<file path="config.mk">
export PLATFORM = sky130hd
export DESIGN_NAME = fsr_cell
export DESIGN_NICKNAME = d
export VERILOG_FILES = /design/src/rtl/fsr_pkg.sv /design/src/rtl/fsr_edge.sv /design/src/rtl/fsr_latch.sv /design/src/rtl/fsr_clocked.sv /design/src/rtl/fsr_cell.sv
export SDC_FILE = /design/constraint.sdc
export NUM_CORES = 1
export LEC_CHECK = 0
export BUFFER_PORTS_ARGS = -buffer_cell sky130_fd_sc_hd__buf_4
export CAP_MARGIN = 0
export CORE_AREA = 5 5 42 44
export CTS_CLUSTER_DIAMETER = 200
export DETAILED_ROUTE_END_ITERATION = 16
export DIE_AREA = 0 0 47 49
export PLACE_DENSITY = 0.48
export REMOVE_ABC_BUFFERS = 1
export SETUP_SLACK_MARGIN = 0.15
export SYNTH_ARGS = -nofsm -noshare
export SYNTH_HDL_FRONTEND = slang
export SYNTH_SLANG_ARGS = --single-unit
</file>
<file path="constraint.sdc">
create_clock -name clk -period 1.5 [get_ports clk]
set_input_delay 0.3 -clock clk [delete_from_list [all_inputs] [get_ports clk]]
set_output_delay 0.3 -clock clk [all_outputs]
set_load 0.01 [all_outputs]
</file>
<file path="src/rtl/fsr_pkg.sv">
package fsr_pkg;
   localparam int MODE_W = 3;

   typedef enum logic [MODE_W-1:0] {
      FM_RS = 3'd0,
      FM_SR = 3'd1,
      FM_JK = 3'd2,
      FM_D  = 3'd3,
      FM_T  = 3'd4
   } fsr_mode_e;

   typedef struct packed {
      logic act;
      logic nxt;
   } fsr_step_t;
endpackage

</file>
<file path="src/rtl/fsr_edge.sv">
module fsr_edge #(
   parameter logic RST_SAMPLE = 1'b0
) (
   input  logic clk,
   input  logic rst,
   input  logic upd,
   input  logic lclk,
   output logic rise
);
   logic prev_q;

   always_ff @(posedge clk) begin
      if (rst)
         prev_q <= RST_SAMPLE;
      else if (upd)
         prev_q <= lclk;
   end

   assign rise = lclk & ~prev_q;
endmodule

</file>
<file path="src/rtl/fsr_latch.sv">
module fsr_latch
   import fsr_pkg::*;
(
   input  logic      s,
   input  logic      r,
   input  logic      r_wins,
   output fsr_step_t res
);
   always_comb begin
      res.act = s | r;
      if (s && r)
         res.nxt = ~r_wins;
      else
         res.nxt = s;
   end
endmodule

</file>
<file path="src/rtl/fsr_clocked.sv">
module fsr_clocked
   import fsr_pkg::*;
(
   input  logic [MODE_W-1:0] mode,
   input  logic              rise,
   input  logic              j,
   input  logic              k,
   input  logic              d,
   input  logic              cur,
   output fsr_step_t         res
);
   always_comb begin
      res.act = 1'b0;
      res.nxt = cur;
      if (rise) begin
         case (mode)
            FM_JK: begin
               res.act = j | k;
               if (j && k)  res.nxt = ~cur;
               else if (j)  res.nxt = 1'b1;
               else if (k)  res.nxt = 1'b0;
            end
            FM_D: begin
               res.act = 1'b1;
               res.nxt = d;
            end
            FM_T: begin
               res.act = 1'b1;
               res.nxt = ~cur;
            end
            default: res.act = 1'b0;
         endcase
      end
   end
endmodule

</file>
<file path="src/rtl/fsr_cell.sv">
module fsr_cell
   import fsr_pkg::*;
#(
   parameter int   MODE_BITS = MODE_W,
   parameter logic RST_Q     = 1'b0
) (
   input  logic                 clk,
   input  logic                 rst,
   input  logic                 upd,
   input  logic [MODE_BITS-1:0] mode,
   input  logic                 rdom,
   input  logic                 s,
   input  logic                 r,
   input  logic                 j,
   input  logic                 k,
   input  logic                 d,
   input  logic                 lclk,
   output logic                 q,
   output logic                 chg
);
   localparam int LAST_CODE = int'(FM_T);

   generate
      if (MODE_BITS != MODE_W) begin : g_bad_width
         $error("fsr_cell: MODE_BITS must equal the package mode width");
      end
      if (LAST_CODE >= (1 << MODE_BITS)) begin : g_bad_codes
         $error("fsr_cell: mode field too narrow for defined codes");
      end
   endgenerate

   logic              rise;
   logic              r_wins;
   logic              known;
   logic              is_latch;
   fsr_step_t         sr_res;
   fsr_step_t         ck_res;
   fsr_step_t         sel;
   logic [MODE_W-1:0] mode_w;

   assign mode_w = MODE_W'(mode);

   fsr_edge #(.RST_SAMPLE(1'b0)) u_edge (
      .clk  (clk),
      .rst  (rst),
      .upd  (upd),
      .lclk (lclk),
      .rise (rise)
   );

   always_comb begin
      is_latch = (mode_w == FM_RS) || (mode_w == FM_SR);
      known    = (int'(mode_w) <= LAST_CODE);
      case (mode_w)
         FM_RS:   r_wins = 1'b1;
         FM_SR:   r_wins = 1'b0;
         default: r_wins = rdom;
      endcase
   end

   fsr_latch u_latch (
      .s      (s),
      .r      (r),
      .r_wins (r_wins),
      .res    (sr_res)
   );

   fsr_clocked u_clocked (
      .mode (mode_w),
      .rise (rise),
      .j    (j),
      .k    (k),
      .d    (d),
      .cur  (q),
      .res  (ck_res)
   );

   always_comb begin
      if (!known)
         sel = '{act: 1'b0, nxt: q};
      else if (sr_res.act || is_latch)
         sel = sr_res;
      else
         sel = ck_res;
   end

   always_ff @(posedge clk) begin
      if (rst) begin
         q   <= RST_Q;
         chg <= 1'b0;
      end else begin
         chg <= upd & sel.act & (sel.nxt != q);
         if (upd && sel.act)
            q <= sel.nxt;
      end
   end
endmodule

</file>
---- Word-level counts from Yosys, hierarchy flattened ----
Cells that the tools add are included.
cells by class
  magnitude comparators ................... 1
  equal/unequal tests ..................... 5
  multiplexer cells ....................... 10
  bitwise logic cells ..................... 8
  reduce and logical (&&, ||, !) cells .... 7
operators with widths
  operator                                                               number
  3-bit by 2-bit equality test with 1-bit output, second input constant  2
  2-bit two-way mux                                                      3
  1-bit two-way mux                                                      4
  1-bit case mux with 2 select lines                                     2
  1-bit AND                                                              3
  3-bit by 1-bit equality test with 1-bit output, second input constant  1
  3-bit equality test, second input constant                             1
  3-bit less-or-equal comparator, second input constant                  1
  1-bit logical AND                                                      3
  3-bit zero test                                                        1
  1-bit NOT                                                              3
  1-bit case mux with 3 select lines                                     1
  1-bit logical OR                                                       2
  1-bit OR                                                               2
  2-bit OR reduction                                                     1
  1-bit inequality test                                                  1
storage, ports and cells
  bits in registers ....................... 3
  input bits .............................. 13
  output and inout bits ................... 2
  logic and storage cells ................. 34

---- Depth between registers and ports, before layout ----
  depth in word-level cells ............... 9
  mapped depth ............................ 5
  gate-level depth less buffers ........... 4

---- By module ----
From an unflattened synthesis, not the netlist that was laid out.
second synthesis, totals
  cells, all modules ...................... 42
  area, all modules ....................... 314.1 µm²
modules (own cells, without submodules)
  module       instances  cells an instance  area an instance (µm²)  seq. area each (µm²)
  fsr_cell     1          20                 167.7                   40.0
  fsr_clocked  1          16                 92.6                    0.0
  fsr_edge     1          4                  40.0                    20.0
  fsr_latch    1          2                  13.8                    0.0

---- Worst setup path before layout ----
OpenSTA, ideal clock, no wires.
  kind .................................... in2reg
  from .................................... input mode[2]
  to ...................................... register q
  library setup time ...................... 0.116 ns
  arrival ................................. 1.367 ns
  data required time ...................... 1.384 ns
  setup slack ............................. 0.017 ns
  stages on the path ...................... 4
  path buffers ............................ 1
  cells stage by stage .................... buf_6 -> or4_1 -> a31o_1 -> a41o_1
between the ends
  cells in the longest elaborated chain, start to end .. 7
  elaborated cells between the ends (all ways) .. 18
  classes of those cells .................. order compare: 1; eq/ne: 4; mux: 7; bitwise: 1; reduce/logical: 5
ends and longest elaborated chain
  item                                                                                          RTL line           source
  start: declaration                                                                            fsr_cell.sv:10     input logic [MODE_BITS-1:0] mode,
  3-bit by 2-bit equality test with 1-bit output / 3-bit equality test (equally long branches)  fsr_clocked.sv:16  case (mode)
  2-bit OR reduction (no source line)                                                           -
  1-bit case mux with 2 select lines                                                            fsr_clocked.sv:16
  2-bit two-way mux                                                                             fsr_clocked.sv:15  if (rise) begin
  2-bit two-way mux                                                                             fsr_cell.sv:81     else if (sr_res.act || is_latch)
  2-bit two-way mux (*)                                                                         fsr_cell.sv:79     if (!known)
  1-bit logical AND                                                                             fsr_cell.sv:93     if (upd && sel.act)
  end signal: assignment                                                                        fsr_cell.sv:94     q <= sel.nxt;
  end: declaration                                                                              fsr_cell.sv:18     output logic q,
Mark *: on every way between the ends. The rest lies on a longest branch, timed or not.
A chain may end at the register's enable or synchronous reset.

---- Worst setup path in the final report ----
  from .................................... register q
  to ...................................... register chg
between the ends
  cells in the longest elaborated chain, start to end .. 9
  elaborated cells between the ends (all ways) .. 10
  classes of those cells .................. eq/ne: 1; mux: 7; bitwise: 2
ends and longest elaborated chain
  item                                RTL line           source
  1-bit two-way mux                   fsr_clocked.sv:21  else if (k) res.nxt = 1'b0;
  1-bit two-way mux                   fsr_clocked.sv:20  else if (j) res.nxt = 1'b1;
  1-bit two-way mux                   fsr_clocked.sv:19  if (j && k) res.nxt = ~cur;
  1-bit case mux with 3 select lines  fsr_clocked.sv:16
  2-bit two-way mux                   fsr_clocked.sv:15
  2-bit two-way mux                   fsr_cell.sv:81
  2-bit two-way mux                   fsr_cell.sv:79
  1-bit inequality test (*)           fsr_cell.sv:92     chg <= upd & sel.act & (sel.nxt != q);
  1-bit AND (*)                       fsr_cell.sv:92
  end signal: assignment              fsr_cell.sv:92
  end: declaration                    fsr_cell.sv:19     output logic chg
Marks and branches as above.

==> results.md <==
* Status: finished, final reports clean
* Hold path depth at 2
* TritonCTS clock tree: yes
* Drt wl/cell at 10.6 µm
* Place WS at -0.120 ns
* Crit path cell chain: and4b_2, a211o_1, a211oi_2, mux2i_1
* Post-DP Area at 479 µm²
* Vias/cell at 4.78
* Hold_sp: rst
* Max transition margin at 74.1%
* Die Wd at 47 µm
* R2R Path End: chg$_SDFF_PP0_
* Fin. Hold Viols at 0
* Starting DRC count in detailed routing at 0
* Via count at 368
* First-pass GRT wire length at 1460 µm
* Crit-path max FO at 4
* NumNets Final at 75
* Layout area overhead at 66.4%
* Post-synthesis sequential area ratio at 19.7%
* GRT overflow at 0
* GPL Wtd Cong at 0.719
* H-tree levels at 1
* ANT nets after route at 0
* Period minus WS final at 1.31 ns
* Chip height at 49 µm
* Final wirelength at 815 µm
* Final Skew at 0.00597 ns
* RSZ-0062 raised after global routing: true
* Initial antenna violation count at 0
* Reg clk slew, reported paths at 0.04 ns
* Skew-Pair Late Insertion Delay at 0.23 ns
* Syn avg cell area at 8.48 µm²
* # DRC at 0
* YS warnings at 0
* Synth Instances at 36
* Top cells by area, synth: dfxtp_1 (20%), mux2i_1 (6.6%), nor2_1 (4.9%), a211oi_2 (4.1%), nor2b_1 (4.1%)
* # port buffers at 14
* Largest net degree at the start of global routing at 8
* CP required at 1.66 ns
* P_leak at 0.000253 µW
* F_max at 766 MHz
* Hold endpoint: u_edge.prev_q$_SDFFE_PP0P_
* Detailed Routing Iterations Pass 1 at 1
* Clk root buf: clkbuf_4
* Setup ws final at 0.194 ns
* Die Area at 2300 µm²
* CP bufs+invs at 0
* Finished Layout Cells at 77
* Final number of max-transition violations at 0
* Hold slack at 0.257 ns
* ANT cells at 0
* CTS sink cnt at 3
* Row count at 14
* Longest Clk Path Bufs at 2
* Placed Cells incl. Taps at 73
* CP delay by family, top: compound AO/OA/AOI/OAI gates
* Arrival time worst endpoint at 1.47 ns
* IR drop worst, VDD at 0.000394 V
* Worst reg2reg startpoint: q$_SDFFE_PP0P_
* Period utilization at 87.1%
* Cell area after synthesis at 305 µm²
* Reg2Reg Depth at 4
* WS Path Type: reg -> reg
* Hold/Removal Path Class: in -> reg
* Seq cells post-synth at 3
* Setup crit end kind: register
* Area leader, netlist: dfxtp_1
* Cts bufs inserted at 3
* Layout cells sized above 1 at 49.2%
* Final setup violation count at 0
* Core ar. at 1400 µm²
* Initial Utilization at 21.8%
* Crit path launch type: register
* Post-synth top area share at 19.7%
* Vias in the first global route at 395
* Post-DP HPWL at 712 µm
* Max cap viols at 0
* Post-CTS setup buffer count at 0
* GR Util All Layers at 8.85%
* Yosys cell types at 28
* Setup TNS at 0 ns
* Final Cell Area at 508 µm²
* Tightest Pin Transition at 0.388 ns
* R2R Setup Slk at 0.19 ns
* CP max stage cell: dfxtp_2
* Pwr dens at 660 nW/µm²
* I/O pins at 15
* Slowest stage delay, CP at 0.32 ns
## final cells by class
cell class | count | area, µm²
Multi-Input combinational cell | 31 | 231
Timing Repair Buffer | 22 | 165
Clock buffer | 4 | 26.3
Fill cell | 160 | 893
Sequential cell | 3 | 61.3
Inverter | 1 | 3.75
Tap cell | 16 | 20.0
## cell usage after synthesis
library cell,count
mux2i_1,2
nor2b_1,2
or4_1,1
nand3_1,2
or2_1,1
nor2_1,4
a41o_1,1
a21boi_0,1
nor4b_1,1
and4b_2,1
o21bai_1,1
nand2b_1,1
a211oi_2,1
a21boi_1,1
o211a_1,1
nor4bb_1,1
and2b_1,1
a2111oi_0,1
and2_2,1
o21ai_0,1
buf_6,1
a211o_1,1
nor3_1,1
or2_2,1
a31o_1,1
inv_1,1
dfxtp_1,3
a311o_1,1
## metal layers
metal  track usage [%]  vias up  share of wire, %
met4              4.15        0                 0
met1              9.17      165                44
met2              14.0       10                48
met5                 0        -                 0
li1                  -      193                 -
met3              4.80        0               7.7
## cells by family after synthesis
| group | synth area share [%] |
|---|---|
| AND/OR/NAND/NOR | 37.3 |
| multiplexers | 6.56 |
| buffers and inverters | 4.92 |
| AO/OA/AOI/OAI | 31.6 |
| flip-flops | 19.7 |
## what timing repair did
action,CTS,global route
pin swaps,2,2
cloned,0,0
setup endpoints to repair,2,2
hold buffers,0,0
gates resized for setup,2,0
## cell usage in the layout, fill, tap and decap left out, drive strengths merged, types with 2 or more instances in the layout
cell type  Yosys  layout
nor2b          2       2
or2            2       2
clkbuf         0       4
mux2i          2       2
a21boi         2       2
dfxtp          3       3
nand3          2       2
buf            1      22
nor2           4       4
## sequential cells by signal (all words and copies together) (netlist names)
signal	cells
chg	1
u_edge.prev_q	1
q	1
## how the worst max path moves through the flow
stage                    from             end  slack (ns)  cells past startpoint
2_1_floorplan               r  q$_SDFFE_PP0P_        0.06                      4
3_3_place_gp                r  q$_SDFFE_PP0P_        -0.1                      5
3_5_place_dp                r  q$_SDFFE_PP0P_       -0.12                      5
4_1_cts               mode[0]  q$_SDFFE_PP0P_        0.15                      4
5_1_grt        q$_SDFFE_PP0P_  chg$_SDFF_PP0_        0.11                      4
6_report       q$_SDFFE_PP0P_  chg$_SDFF_PP0_        0.19                      4
## through the flow
| step | util (%) | power [µW] |
|---|---|---|
| 3_5_place_dp | 34.2 | 194 |
| 6_report | 36.3 | 335 |
| 3_3_place_gp | 34.2 | 195 |
| 2_1_floorplan | - | 131 |
| 5_1_grt | 36.3 | 372 |
| 4_1_cts | 36.3 | 342 |
## where the power goes
| group | leakage, µW | total [µW] | switching (µW) | internal [µW] |
|---|---|---|---|---|
| logic | 0.000213 | 104 | 40.5 | 63.8 |
| registers | 0.0000250 | 88.6 | 3.02 | 85.6 |
| clock network | 0.0000150 | 142 | 42.5 | 99.7 |
(Power assumes the default switching activity.)
